$ cat src/rtl/dl_pkg.sv
package dl_pkg;
  localparam int unsigned XW  = 10;
  localparam int unsigned YW  = 9;
  localparam int unsigned WW  = 7;
  localparam int unsigned HW  = 10;
  localparam int unsigned AW  = 15;
  localparam int unsigned LAW = 14;
  localparam int unsigned OFW = 14;
  localparam int unsigned PW  = 16;
  localparam int unsigned FW  = 15;

  typedef enum logic [3:0] {
    SEL_OFF_LO = 4'd0,  SEL_OFF_HI = 4'd1,
    SEL_PAT_LO = 4'd2,  SEL_PAT_HI = 4'd3,
    SEL_X0_LO  = 4'd4,  SEL_X0_HI  = 4'd5,
    SEL_Y0_LO  = 4'd6,  SEL_Y0_HI  = 4'd7,
    SEL_X1_LO  = 4'd8,  SEL_X1_HI  = 4'd9,
    SEL_Y1_LO  = 4'd10, SEL_Y1_HI  = 4'd11,
    SEL_GO     = 4'd15
  } sel_e;

  typedef enum logic [2:0] {
    ST_IDLE, ST_DIV, ST_STEP, ST_FLUSH, ST_LAST
  } st_e;
endpackage

$ cat src/rtl/dl_regs.sv
module dl_regs
  import dl_pkg::*;
#(
  parameter int unsigned XW_P  = XW,
  parameter int unsigned YW_P  = YW,
  parameter int unsigned OFW_P = OFW
) (
  input  logic             clk_i,
  input  logic             rst_ni,
  input  logic             wr_en_i,
  input  logic [3:0]       wr_sel_i,
  input  logic [7:0]       wr_data_i,
  output logic [XW_P-1:0]  x0_o,
  output logic [XW_P-1:0]  x1_o,
  output logic [YW_P-1:0]  y0_o,
  output logic [YW_P-1:0]  y1_o,
  output logic [OFW_P-1:0] off_o,
  output logic [15:0]      pat_o,
  output logic             go_o
);
  localparam int unsigned XH = XW_P - 8;
  localparam int unsigned YH = YW_P - 8;
  localparam int unsigned OH = OFW_P - 9;

  logic [7:0]    x0_lo_q, x1_lo_q, y0_lo_q, y1_lo_q, off_lo_q, pat_lo_q, pat_hi_q;
  logic [XH-1:0] x0_hi_q, x1_hi_q;
  logic [YH-1:0] y0_hi_q, y1_hi_q;
  logic [OH-1:0] off_hi_q;

  always_ff @(posedge clk_i or negedge rst_ni) begin
    if (!rst_ni) begin
      x0_lo_q <= '0; x1_lo_q <= '0; y0_lo_q <= '0; y1_lo_q <= '0;
      x0_hi_q <= '0; x1_hi_q <= '0; y0_hi_q <= '0; y1_hi_q <= '0;
      off_lo_q <= '0; off_hi_q <= '0; pat_lo_q <= '0; pat_hi_q <= '0;
    end else if (wr_en_i) begin
      case (wr_sel_i)
        SEL_OFF_LO: off_lo_q <= wr_data_i;
        SEL_OFF_HI: off_hi_q <= wr_data_i[OH-1:0];
        SEL_PAT_LO: pat_lo_q <= wr_data_i;
        SEL_PAT_HI: pat_hi_q <= wr_data_i;
        SEL_X0_LO:  x0_lo_q  <= wr_data_i;
        SEL_X0_HI:  x0_hi_q  <= wr_data_i[XH-1:0];
        SEL_Y0_LO:  y0_lo_q  <= wr_data_i;
        SEL_Y0_HI:  y0_hi_q  <= wr_data_i[YH-1:0];
        SEL_X1_LO:  x1_lo_q  <= wr_data_i;
        SEL_X1_HI:  x1_hi_q  <= wr_data_i[XH-1:0];
        SEL_Y1_LO:  y1_lo_q  <= wr_data_i;
        SEL_Y1_HI:  y1_hi_q  <= wr_data_i[YH-1:0];
        default: ;
      endcase
    end
  end

  assign x0_o  = {x0_hi_q, x0_lo_q};
  assign x1_o  = {x1_hi_q, x1_lo_q};
  assign y0_o  = {y0_hi_q, y0_lo_q};
  assign y1_o  = {y1_hi_q, y1_lo_q};
  assign off_o = {off_hi_q, off_lo_q, 1'b0};
  assign pat_o = {pat_hi_q, pat_lo_q};
  assign go_o  = wr_en_i && (wr_sel_i == SEL_GO);
endmodule

$ cat src/rtl/dl_div.sv
module dl_div
  import dl_pkg::*;
#(
  parameter int unsigned NW_P = XW,
  parameter int unsigned FW_P = FW
) (
  input  logic            clk_i,
  input  logic            rst_ni,
  input  logic            go_i,
  input  logic [NW_P-1:0] num_i,
  input  logic [NW_P-1:0] den_i,
  output logic            done_o,
  output logic [FW_P:0]   quot_o
);
  localparam int unsigned DW = NW_P + FW_P;
  localparam int unsigned CW = $clog2(DW + 1);

  logic [DW-1:0]   dvd_q, quo_q;
  logic [NW_P-1:0] rem_q, den_q;
  logic [CW-1:0]   cnt_q;
  logic            run_q, done_q;
  logic [NW_P:0]   trial;
  logic            fit;

  assign trial = {rem_q, dvd_q[DW-1]};
  assign fit   = trial >= {1'b0, den_q};

  always_ff @(posedge clk_i or negedge rst_ni) begin
    if (!rst_ni) begin
      dvd_q <= '0; quo_q <= '0; rem_q <= '0; den_q <= '0;
      cnt_q <= '0; run_q <= 1'b0; done_q <= 1'b0;
    end else begin
      done_q <= run_q && (cnt_q == CW'(1));
      if (go_i) begin
        dvd_q <= {num_i, {FW_P{1'b0}}};
        den_q <= den_i;
        rem_q <= '0;
        quo_q <= '0;
        cnt_q <= CW'(DW);
        run_q <= 1'b1;
      end else if (run_q) begin
        dvd_q <= dvd_q << 1;
        rem_q <= fit ? NW_P'(trial - {1'b0, den_q}) : trial[NW_P-1:0];
        quo_q <= {quo_q[DW-2:0], fit};
        cnt_q <= cnt_q - CW'(1);
        if (cnt_q == CW'(1)) run_q <= 1'b0;
      end
    end
  end

  assign done_o = done_q;
  assign quot_o = quo_q[FW_P:0];

  // slope never exceeds one full step when minor <= major
  assert_quot_bound_R5: assert property (@(posedge clk_i) disable iff (!rst_ni)
    done_q |-> (quo_q <= DW'(1) << FW_P));
endmodule

$ cat src/rtl/dl_walker.sv
module dl_walker
  import dl_pkg::*;
#(
  parameter int unsigned XW_P  = XW,
  parameter int unsigned YW_P  = YW,
  parameter int unsigned WW_P  = WW,
  parameter int unsigned HW_P  = HW,
  parameter int unsigned AW_P  = AW,
  parameter int unsigned LAW_P = LAW,
  parameter int unsigned OFW_P = OFW,
  parameter int unsigned FW_P  = FW
) (
  input  logic             clk_i,
  input  logic             rst_ni,
  input  logic             go_i,
  input  logic [XW_P-1:0]  x0_i,
  input  logic [XW_P-1:0]  x1_i,
  input  logic [YW_P-1:0]  y0_i,
  input  logic [YW_P-1:0]  y1_i,
  input  logic [OFW_P-1:0] off_i,
  input  logic [15:0]      pat_i,
  input  logic [WW_P-1:0]  width_i,
  input  logic [HW_P-1:0]  height_i,
  input  logic             hires_i,
  output logic             div_go_o,
  output logic [XW_P-1:0]  div_num_o,
  output logic [XW_P-1:0]  div_den_o,
  input  logic             div_done_i,
  input  logic [FW_P:0]    div_quot_i,
  output logic             op_req_o,
  output logic [AW_P-1:0]  op_addr_o,
  output logic [7:0]       op_mask_o,
  input  logic             op_ack_i,
  output logic             busy_o
);
  localparam int unsigned QW = FW_P + 1;
  localparam int unsigned LW = YW_P + WW_P + 2;

  st_e             st_q;
  logic [XW_P-1:0] cx_q, rem_q;
  logic [YW_P-1:0] cy_q;
  logic            xneg_q, yneg_q, xmaj_q, hr_q;
  logic [QW-1:0]   frac_q, step_q;
  logic [15:0]     pat_q;
  logic [OFW_P-1:0] off_q;
  logic [WW_P-1:0] w_q;
  logic [HW_P-1:0] h_q;
  logic            pend_v_q, req_q;
  logic [AW_P-1:0] pend_a_q, oa_q;
  logic [7:0]      pend_m_q, om_q;

  // start-time geometry
  logic            dx_neg, dy_neg, xmaj;
  logic [XW_P-1:0] adx, ady, major, minor;
  assign dx_neg = x1_i < x0_i;
  assign dy_neg = y1_i < y0_i;
  assign adx    = dx_neg ? x0_i - x1_i : x1_i - x0_i;
  assign ady    = dy_neg ? XW_P'(y0_i - y1_i) : XW_P'(y1_i - y0_i);
  assign xmaj   = adx >= ady;
  assign major  = xmaj ? adx : ady;
  assign minor  = xmaj ? ady : adx;

  assign div_go_o  = (st_q == ST_IDLE) && go_i && (major != '0);
  assign div_num_o = minor;
  assign div_den_o = major;

  // current pixel
  logic [LW-1:0]   pix_lin;
  logic [AW_P-1:0] pix_addr;
  logic            off_scr, same;
  logic [7:0]      bit_sel, mask_base, mask_next;
  logic [QW-1:0]   frac_sum;
  logic            carry;

  assign pix_lin  = LW'(cy_q) * LW'(w_q) + LW'(cx_q[XW_P-1:3]) + LW'(off_q);
  assign pix_addr = hr_q ? pix_lin[AW_P-1:0]
                         : {{(AW_P-LAW_P){1'b0}}, pix_lin[LAW_P-1:0]};
  assign off_scr  = (32'(cx_q) >= 32'({w_q, 3'b000})) || (32'(cy_q) >= 32'(h_q));
  assign same     = !pend_v_q || (pix_addr == pend_a_q);
  assign bit_sel  = 8'h80 >> cx_q[2:0];
  assign mask_base = pend_v_q ? pend_m_q : 8'hFF;
  assign mask_next = pat_q[15] ? (mask_base & ~bit_sel) : mask_base;
  assign frac_sum = frac_q + step_q;
  assign carry    = frac_sum[FW_P];

  logic [XW_P-1:0] cx_step;
  logic [YW_P-1:0] cy_step;
  assign cx_step = xneg_q ? cx_q - XW_P'(1) : cx_q + XW_P'(1);
  assign cy_step = yneg_q ? cy_q - YW_P'(1) : cy_q + YW_P'(1);

  always_ff @(posedge clk_i or negedge rst_ni) begin
    if (!rst_ni) begin
      st_q <= ST_IDLE;
      cx_q <= '0; cy_q <= '0; rem_q <= '0;
      xneg_q <= 1'b0; yneg_q <= 1'b0; xmaj_q <= 1'b0; hr_q <= 1'b0;
      frac_q <= '0; step_q <= '0; pat_q <= '0; off_q <= '0; w_q <= '0; h_q <= '0;
      pend_v_q <= 1'b0; pend_a_q <= '0; pend_m_q <= 8'hFF;
      req_q <= 1'b0; oa_q <= '0; om_q <= 8'hFF;
    end else begin
      unique case (st_q)
        ST_IDLE: if (go_i) begin
          cx_q <= x0_i; cy_q <= y0_i;
          xneg_q <= dx_neg; yneg_q <= dy_neg; xmaj_q <= xmaj;
          rem_q <= major; frac_q <= '0; step_q <= '0;
          pat_q <= pat_i; off_q <= off_i; w_q <= width_i; h_q <= height_i;
          hr_q <= hires_i; pend_v_q <= 1'b0;
          st_q <= (major == '0) ? ST_STEP : ST_DIV;
        end
        ST_DIV: if (div_done_i) begin
          step_q <= div_quot_i;
          st_q   <= ST_STEP;
        end
        ST_STEP: begin
          if (off_scr) begin
            if (pend_v_q) begin
              req_q <= 1'b1; oa_q <= pend_a_q; om_q <= pend_m_q;
              pend_v_q <= 1'b0;
              st_q <= ST_LAST;
            end else begin
              st_q <= ST_IDLE;
            end
          end else if (!same) begin
            req_q <= 1'b1; oa_q <= pend_a_q; om_q <= pend_m_q;
            st_q <= ST_FLUSH;
          end else begin
            pat_q <= {pat_q[14:0], pat_q[15]};
            if (rem_q == '0) begin
              req_q <= 1'b1; oa_q <= pix_addr; om_q <= mask_next;
              pend_v_q <= 1'b0;
              st_q <= ST_LAST;
            end else begin
              pend_v_q <= 1'b1; pend_a_q <= pix_addr; pend_m_q <= mask_next;
              rem_q  <= rem_q - XW_P'(1);
              frac_q <= {1'b0, frac_sum[FW_P-1:0]};
              if (xmaj_q) begin
                cx_q <= cx_step;
                if (carry) cy_q <= cy_step;
              end else begin
                cy_q <= cy_step;
                if (carry) cx_q <= cx_step;
              end
            end
          end
        end
        ST_FLUSH: if (op_ack_i) begin
          req_q <= 1'b0; pend_v_q <= 1'b0;
          st_q <= ST_STEP;
        end
        ST_LAST: if (op_ack_i) begin
          req_q <= 1'b0;
          st_q <= ST_IDLE;
        end
        default: st_q <= ST_IDLE;
      endcase
    end
  end

  assign op_req_o  = req_q;
  assign op_addr_o = oa_q;
  assign op_mask_o = om_q;
  assign busy_o    = st_q != ST_IDLE;

  assert_req_hold_R9: assert property (@(posedge clk_i) disable iff (!rst_ni)
    req_q && !op_ack_i |=> req_q && $stable(oa_q) && $stable(om_q));
  assert_req_gap_R9: assert property (@(posedge clk_i) disable iff (!rst_ni)
    req_q && op_ack_i |=> !req_q);
  assert_req_busy_R10: assert property (@(posedge clk_i) disable iff (!rst_ni)
    req_q |-> busy_o);
  assert_low_addr_R4: assert property (@(posedge clk_i) disable iff (!rst_ni)
    req_q && !hr_q |-> (oa_q[AW_P-1:LAW_P] == '0));
  assert_pat_ones_R6: assert property (@(posedge clk_i) disable iff (!rst_ni)
    (st_q != ST_IDLE) && ($past(st_q) != ST_IDLE) |-> $countones(pat_q) == $countones($past(pat_q)));
endmodule

$ cat src/rtl/dash_line_engine.sv
module dash_line_engine
  import dl_pkg::*;
#(
  parameter int unsigned XW_P  = XW,
  parameter int unsigned YW_P  = YW,
  parameter int unsigned WW_P  = WW,
  parameter int unsigned HW_P  = HW,
  parameter int unsigned AW_P  = AW,
  parameter int unsigned LAW_P = LAW,
  parameter int unsigned OFW_P = OFW,
  parameter int unsigned FW_P  = FW
) (
  input  logic            clk_i,
  input  logic            rst_ni,
  input  logic            wr_en_i,
  input  logic [3:0]      wr_sel_i,
  input  logic [7:0]      wr_data_i,
  input  logic [WW_P-1:0] width_i,
  input  logic [HW_P-1:0] height_i,
  input  logic            hires_i,
  output logic            op_req_o,
  output logic [AW_P-1:0] op_addr_o,
  output logic [7:0]      op_mask_o,
  input  logic            op_ack_i,
  output logic            busy_o
);
  logic [XW_P-1:0]  x0, x1, dnum, dden;
  logic [YW_P-1:0]  y0, y1;
  logic [OFW_P-1:0] off;
  logic [15:0]      pat;
  logic             go, dgo, ddone;
  logic [FW_P:0]    dquot;

  dl_regs #(.XW_P(XW_P), .YW_P(YW_P), .OFW_P(OFW_P)) u_regs (
    .clk_i, .rst_ni, .wr_en_i, .wr_sel_i, .wr_data_i,
    .x0_o(x0), .x1_o(x1), .y0_o(y0), .y1_o(y1),
    .off_o(off), .pat_o(pat), .go_o(go)
  );

  dl_div #(.NW_P(XW_P), .FW_P(FW_P)) u_div (
    .clk_i, .rst_ni, .go_i(dgo), .num_i(dnum), .den_i(dden),
    .done_o(ddone), .quot_o(dquot)
  );

  dl_walker #(
    .XW_P(XW_P), .YW_P(YW_P), .WW_P(WW_P), .HW_P(HW_P),
    .AW_P(AW_P), .LAW_P(LAW_P), .OFW_P(OFW_P), .FW_P(FW_P)
  ) u_walk (
    .clk_i, .rst_ni, .go_i(go),
    .x0_i(x0), .x1_i(x1), .y0_i(y0), .y1_i(y1),
    .off_i(off), .pat_i(pat),
    .width_i, .height_i, .hires_i,
    .div_go_o(dgo), .div_num_o(dnum), .div_den_o(dden),
    .div_done_i(ddone), .div_quot_i(dquot),
    .op_req_o, .op_addr_o, .op_mask_o, .op_ack_i, .busy_o
  );
endmodule

$ cat config.mk
export PLATFORM = sky130hd
export DESIGN_NAME = dash_line_engine
export DESIGN_NICKNAME = d
export VERILOG_FILES = /design/src/rtl/dl_pkg.sv /design/src/rtl/dl_regs.sv /design/src/rtl/dl_div.sv /design/src/rtl/dl_walker.sv /design/src/rtl/dash_line_engine.sv
export SDC_FILE = /design/constraint.sdc
export NUM_CORES = 1
export LEC_CHECK = 0
export BUFFER_PORTS_ARGS = -buffer_cell sky130_fd_sc_hd__buf_2
export CORE_MARGIN = 2
export CORE_UTILIZATION = 35
export CTS_BUF_LIST = sky130_fd_sc_hd__clkbuf_8
export DETAILED_ROUTE_END_ITERATION = 12
export PLACE_DENSITY_LB_ADDON = 0.3
export SLEW_MARGIN = 20
export SYNTH_ARGS = -nofsm -noshare
export SYNTH_HDL_FRONTEND = slang
export SYNTH_SLANG_ARGS = --single-unit
$ cat constraint.sdc
create_clock -name clk_i -period 7.8 [get_ports clk_i]
set_clock_uncertainty 0.1 [all_clocks]
set_input_delay 1.56 -clock clk_i [delete_from_list [all_inputs] [get_ports clk_i]]
set_output_delay 1.56 -clock clk_i [all_outputs]
set_load 0.03 [all_outputs]
==> reports/summary.json, run 1 <==
{
  "clock_tree": {
    "post_cts.resized_instances": 0,
    "tritoncts_clock_tree": "done",
    "root_buffer": "clkbuf_8",
    "clkSinkCount": 281,
    "htree_num_levels": 2,
    "worst_setup_hold_path_clk_slew_ns": 0.06,
    "cts_hold_buf": 0,
    "clock_latency_ns": 0.66,
    "cts_setup_buffers": 0,
    "clock_path_buffers": 3,
    "cts_inserted_buffers": 50
  },
  "routing": {
    "detailroute.via_count": 14300,
    "detailedRoute.firstIterationViolations": 829,
    "firstDrtPassIters": 5,
    "routed_wl_um": 47000,
    "routed_wire_length_per_instance_um": 17.1,
    "vias_per_cell": 5.17,
    "post-route-drc-count": 0,
    "ant_nets": 0
  },
  "sta": {
    "max_freq_mhz": 145,
    "worst_tran_pin_value_ns": 1.03,
    "setup_viol": 0,
    "finalMaxSlewViolations": 0,
    "grt_setup_unrepaired": "false",
    "share_of_the_cycle_needed_by_the_critical_path_after_routing": 0.883,
    "setup_total_negative_slack_ns": 0,
    "slew-limit-headroom": 0.295,
    "post-route-min-period_ns": 6.89,
    "finalHoldViolCount": 0
  },
  "synthesis": {
    "synthesis.nets": 2230,
    "ys_warnings": 0,
    "seq_area_frac_synth": 0.375,
    "synth_register_bits": 281,
    "synth_top_area_frac": 0.353,
    "synth_cell_type_count": 80,
    "synth.cell_area_sq_um": 18800,
    "netlist.top_cell.by_area": "dfrtp_1",
    "synth_ff_type": "dfrtp_1",
    "ys_top_cells_by_area": "dfrtp_1 35%, ha_1 9.1%, fa_1 6.6%, nand2_1 6.0%, mux2i_1 4.7%",
    "synth-edff-count": 0,
    "synthesis.area_per_instance_sq_um": 9.42,
    "post_synth_inst_count": 1997,
    "synth-async-reset-ratio": 1.00
  },
  "floorplan": {
    "die_y_extent_um": 236,
    "io_pins": 59,
    "row_count": 84,
    "fp.dieW_um": 236,
    "core_area_sq_um": 52900,
    "fp.dieArea_sq_um": 55600,
    "initial_utilization": 0.356
  },
  "setup_path": {
    "r2r_cells": 20,
    "cpMostUsedCell": "fa_1",
    "crit-reg2reg-launch": "u_walk.cy_q[5]$_DFFE_PN0P_",
    "critical_path.max_fanout": 29,
    "timing.setup.critical_path_class": "reg2reg",
    "cpMaxStageDelayCell": "a2111oi_0",
    "cp-start-kind": "register",
    "worst-r2r-setup-slack_ns": 0.91,
    "required_ns": 8.15,
    "crit_path_cell_trace": "nand2_1 -> fa_1 -> inv_1 -> fa_1 -> inv_1 -> fa_1 -> inv_1 -> fa_1 -> ha_1 -> a21o_1 -> o2bb2ai_1 -> a2111oi_0 -> buf_4 -> o211ai_1 -> nand2_1 -> o2111ai_2 -> o211ai_1 -> nand2_1 -> a211oi_1 -> a21oi_1",
    "path_delay_family": "adder cells",
    "cpPeakStageDelay_ns": 0.66,
    "critical_path.n_buffers_inverters": 4,
    "timing.critical_path.to_type": "register",
    "worst-path-stages": 20,
    "worst-endpoint-arrival_ns": 7.24,
    "startpoint": "u_walk.cy_q[5]$_DFFE_PN0P_"
  },
  "grt": {
    "first_global_vias": 14400,
    "grt_max_degree": 122,
    "globalRouteTotalUtil": 0.172,
    "met2_usage": 0.276,
    "grt_util_met3": 0.0295,
    "top_usage_layer": "met2",
    "globalRoute.totalOverflow": 0,
    "grt_first_pass_wirelength_um": 77400,
    "groute.layer.met1.usage": 0.231,
    "antenna_found_initial": 1
  },
  "worst_hold_path": {
    "min_delay_path_depth": 2,
    "beginning_of_the_worst_hold_path": "u_regs.off_lo_q[7]$_DFFE_PN0P_",
    "hold_class": "reg2reg"
  },
  "place": {
    "post-dp-hpwl_um": 34400,
    "gpl.final_weighted_congestion": 0.863,
    "port_buffer_count": 58
  },
  "finish": {
    "sequential_cell_area_sq_um": 7050,
    "design.final.nets": 2262,
    "n_fill_cell": 5238,
    "synthToLayoutAreaGrowth_pct": 10.8,
    "multi_input_comb_area_sq_um": 10800,
    "drive_gt1_frac": 0.130
  },
  "flow_run": {
    "cap_violations": 0
  },
  "outcome": {
    "outcome": "completed"
  }
}
==> routing by layer <==
metal  vias to the layer above  part of all wire
li1                       6924                 -
met1                      6966              0.47
met2                       285              0.45
met3                        94             0.043
met4                         0             0.035
met5                         -                 0
==> cell usage after synthesis (all sizes together) (9+ instances only) <==
cell type	instances
a211oi	26
a21o	41
a21oi	106
a31oi	11
and2	9
buf	18
clkbuf	74
dfrtp	265
dfstp	16
fa	62
ha	137
inv	172
mux2	72
mux2i	89
nand2	303
nand2b	16
nand3	26
nor2	118
nor2b	11
nor3	34
o21a	20
o21ai	152
o22ai	9
o31ai	13
or3	15
xnor2	37
xor2	29
==> layout make-up <==
cell class	instances	area share
well taps	688	0.0413
multi-input cells	1452	0.516
diodes	1	0.000120
repair buffers	72	0.0201
flip-flops and latches	281	0.339
clock inverters	29	0.0108
clock buffers	63	0.0416
inverters	172	0.0310
==> cell families after synthesis <==
kind of cell	after synthesis	synth area share
multiplexers	161	0.0913
XOR/XNOR	70	0.0359
adder cells (fa/ha/maj)	199	0.157
flip-flops	281	0.375
buffers and inverters	264	0.0554
AND/OR/NAND/NOR	569	0.132
AO/OA/AOI/OAI	453	0.154
==> state kept, by name, summed over array words and instances (netlist names), 13 cells and up <==
| name | flops |
|---|---|
| u_div.quo_q | 16 |
| u_walk.frac_q | 15 |
| u_walk.off_q | 13 |
| u_walk.op_addr_o | 15 |
| u_walk.pat_q | 16 |
| u_walk.pend_a_q | 15 |
| u_walk.step_q | 16 |
==> cells in the final DEF (no fill, tap or decap), types with 13 or more instances in the layout <==
master / instances
mux2i_1: 89
nor2_1: 117
a21o_1: 41
dfrtp_1: 264
ha_1: 137
or3_1: 14
nand2_1: 302
dfstp_2: 16
a21oi_1: 105
o21ai_0: 148
inv_1: 187
a211oi_1: 23
o21a_1: 20
buf_2: 57
xnor2_1: 36
mux2_2: 66
buf_4: 13
clkbuf_8: 63
xor2_1: 29
nor3_1: 31
fa_1: 62
nand3_1: 26
nand2b_1: 16
==> tightest hold or removal path, cell delays in order, from the launching register on <==
cell and delay, ns:
dfrtp_1 0.34, nand2_1 0.05, nand2_1 0.05
==> final timing paths <==
kind	endpoint
hold / removal	u_walk.off_q[8]$_DFFE_PN0P_
setup reg to reg	u_walk.rem_q[1]$_DFFE_PN0P_
min in group asynchronous	u_walk.pend_a_q[12]$_DFFE_PN0P_
max in group asynchronous	u_regs.x0_lo_q[5]$_DFFE_PN0P_
hold reg to reg	u_walk.off_q[8]$_DFFE_PN0P_
setup / recovery	u_walk.rem_q[1]$_DFFE_PN0P_
==> metrics by stage <==
| step | std cells | setup WS, ns | instance area [sq um] | util | hold slack (ns) |
|---|---|---|---|---|---|
| after detailed placement | 2665 | 0.898 | 19700 | 0.373 | 0.350 |
| after global placement | 2665 | 1.01 | 19700 | 0.373 | 0.343 |
| final | 2758 | 0.909 | 20800 | 0.394 | 0.366 |
| after floorplan | 1997 | 1.81 | 18800 | - | 0.333 |
| after global routing | 2758 | 0.499 | 20800 | 0.394 | 0.405 |
| after CTS | 2757 | 0.870 | 20800 | 0.394 | 0.366 |
Power of run 1 is not shown: default switching activity piles up to over one toggle a cycle in this logic, so the estimate is an artifact.
==> run 2: changes to the inputs <==
Settings changed: RECOVER_POWER from default to 100.
==> run 2 against run 1 <==
The flow now finishes with violations (capacitance limit, slew limit). Sequential share of layout area up 0.15 points. Final cell count about the same. Fmax down 2.6%. Wire length about the same. Critical endpoint is now u_walk.frac_q[0]$_DFFE_PN0P_. Register-to-register slack worse by 0.18 ns. Highest routed layer unchanged.
==> reports/summary.json, run 2 (synthesized netlist as in run 1, its figures left out) <==
{
  "outcome": {
    "outcome": "finished, violations left",
    "failed_checks": "capacitance limit, slew limit"
  },
  "sta": {
    "finalHoldViolCount": 0,
    "max_freq_mhz": 141,
    "finalMaxSlewViolations": 184,
    "worst_tran_pin_value_ns": 5.16,
    "post-route-min-period_ns": 7.07,
    "share_of_the_cycle_needed_by_the_critical_path_after_routing": 0.907,
    "setup_viol": 0,
    "slew-limit-headroom": -2.44,
    "grt_setup_unrepaired": "false",
    "setup_total_negative_slack_ns": 0
  },
  "finish": {
    "synthToLayoutAreaGrowth_pct": 10.3,
    "design.final.nets": 2262,
    "sequential_cell_area_sq_um": 7050,
    "multi_input_comb_area_sq_um": 10700,
    "layout.cells.most_common_list": "302 x nand2_1, 264 x dfrtp_1, 187 x inv_1",
    "largestRegisters": "u_div.quo_q: 16 flops, u_walk.pat_q: 16 flops, u_walk.step_q: 16 flops",
    "final_design_area_no_fill_sq_um": 20700,
    "drive_gt1_frac": 0.111,
    "final_cell_count_no_fill": 2759,
    "n_fill_cell": 5264,
    "layout_commonest_cell": "nand2_1"
  },
  "routing": {
    "firstDrtPassIters": 5,
    "detailroute.via_count": 14300,
    "vias_per_cell": 5.17,
    "routed_wl_um": 47100,
    "post-route-drc-count": 0,
    "routed_wire_length_per_instance_um": 17.1,
    "detailedRoute.firstIterationViolations": 857,
    "ant_nets": 0
  },
  "floorplan": {
    "initial_utilization": 0.356,
    "core_area_sq_um": 52900,
    "fp.dieW_um": 236,
    "io_pins": 59,
    "die_y_extent_um": 236,
    "fp.dieArea_sq_um": 55600,
    "row_count": 84
  },
  "setup_path": {
    "critical_path.reg2reg.endpoint": "u_walk.frac_q[0]$_DFFE_PN0P_",
    "crit_path_end": "u_walk.frac_q[0]$_DFFE_PN0P_",
    "critical_path.max_fanout": 29,
    "worst-endpoint-arrival_ns": 7.52,
    "startpoint": "u_walk.cy_q[5]$_DFFE_PN0P_",
    "required_ns": 8.24,
    "worst-r2r-setup-slack_ns": 0.73,
    "timing.setup.critical_path_class": "reg2reg",
    "timing.critical_path.to_type": "register",
    "crit-reg2reg-launch": "u_walk.cy_q[5]$_DFFE_PN0P_",
    "r2r_cells": 21,
    "cp-start-kind": "register"
  },
  "place": {
    "dpl_cell_area_sq_um": 19700,
    "post-dp-hpwl_um": 34400,
    "port_buffer_count": 58,
    "dp.cells": 2665,
    "gpl.final_weighted_congestion": 0.863
  },
  "grt": {
    "globalRoute.totalOverflow": 0,
    "antenna_found_initial": 1,
    "grt_max_degree": 122,
    "first_global_vias": 14400,
    "globalRouteTotalUtil": 0.172,
    "grt_first_pass_wirelength_um": 77400
  },
  "clock_tree": {
    "cts_setup_buffers": 0,
    "cts_inserted_buffers": 50,
    "clock_latency_ns": 0.66,
    "post_cts.resized_instances": 0,
    "clock_path_buffers": 3,
    "root_buffer": "clkbuf_8",
    "htree_num_levels": 2,
    "clkSinkCount": 281,
    "tritoncts_clock_tree": "done",
    "worst_setup_hold_path_clk_slew_ns": 0.06,
    "cts_hold_buf": 0
  },
  "flow_run": {
    "cap_violations": 3
  },
  "worst_hold_path": {
    "hold_class": "reg2reg"
  }
}
-- run 2: cell count changes in the layout (fill, tap and decap cells not counted), sizes merged --
cell	change
buf	-35
clkbuf	+34
clkdlybuf4s25	+1
diode	+1
-- run 2: cell type report --
cell class	count	area share
clock inverters	29	0.0108
well taps	688	0.0415
inverters	172	0.0311
diodes	2	0.000241
flip-flops and latches	281	0.340
multi-input cells	1452	0.517
repair buffers	72	0.0173
clock buffers	63	0.0418
-- run 2: worst min path at each step --
stage	to	from	depth (start not counted)
after floorplan	u_walk.off_q[10]$_DFFE_PN0P_	u_regs.off_hi_q[1]$_DFFE_PN0P_	2
after global placement	u_walk.off_q[2]$_DFFE_PN0P_	u_regs.off_lo_q[1]$_DFFE_PN0P_	2
after detailed placement	u_walk.off_q[8]$_DFFE_PN0P_	u_regs.off_lo_q[7]$_DFFE_PN0P_	2
after CTS	u_walk.off_q[8]$_DFFE_PN0P_	u_regs.off_lo_q[7]$_DFFE_PN0P_	2
after global routing	u_walk.off_q[6]$_DFFE_PN0P_	u_regs.off_lo_q[5]$_DFFE_PN0P_	2
final	u_walk.off_q[8]$_DFFE_PN0P_	u_regs.off_lo_q[7]$_DFFE_PN0P_	2
-- run 2: critical path, cell delays in order, from the launching register on --
cell       delay [ns]
dfrtp_1          0.56
nand2_1          0.14
fa_1             0.55
inv_1            0.05
fa_1             0.53
inv_1            0.05
fa_1             0.52
inv_1            0.05
fa_1             0.48
ha_1             0.43
a21o_1           0.23
o2bb2ai_1        0.18
a2111oi_0        0.66
buf_4            0.23
or4b_1           0.12
nand2_1          0.09
o2111ai_1        0.47
o211ai_1         0.21
nand2_1          0.88
clkbuf_4         0.31
nand2_1          0.05
nand2_1          0.05
-- run 2: metal layers --
layer  global-route usage  share of wire  vias to the layer above
met5                    0              0                        -
met1                0.231           0.47                     6956
met2                0.276           0.45                      281
met3               0.0295          0.040                      100
li1                     -              -                     6918
met4               0.0674          0.036                        0
-- run 2: metrics by stage --
| stage | hold slack (ns) | utilization | setup slack [ns] |
|---|---|---|---|
| after floorplan | 0.333 | - | 1.81 |
| after global placement | 0.343 | 0.373 | 1.01 |
| after detailed placement | 0.350 | 0.373 | 0.898 |
| after CTS | 0.366 | 0.394 | 0.870 |
| after global routing | 0.405 | 0.392 | 0.293 |
| final | 0.366 | 0.392 | 0.728 |
Power of run 2 is left out for the same reason.
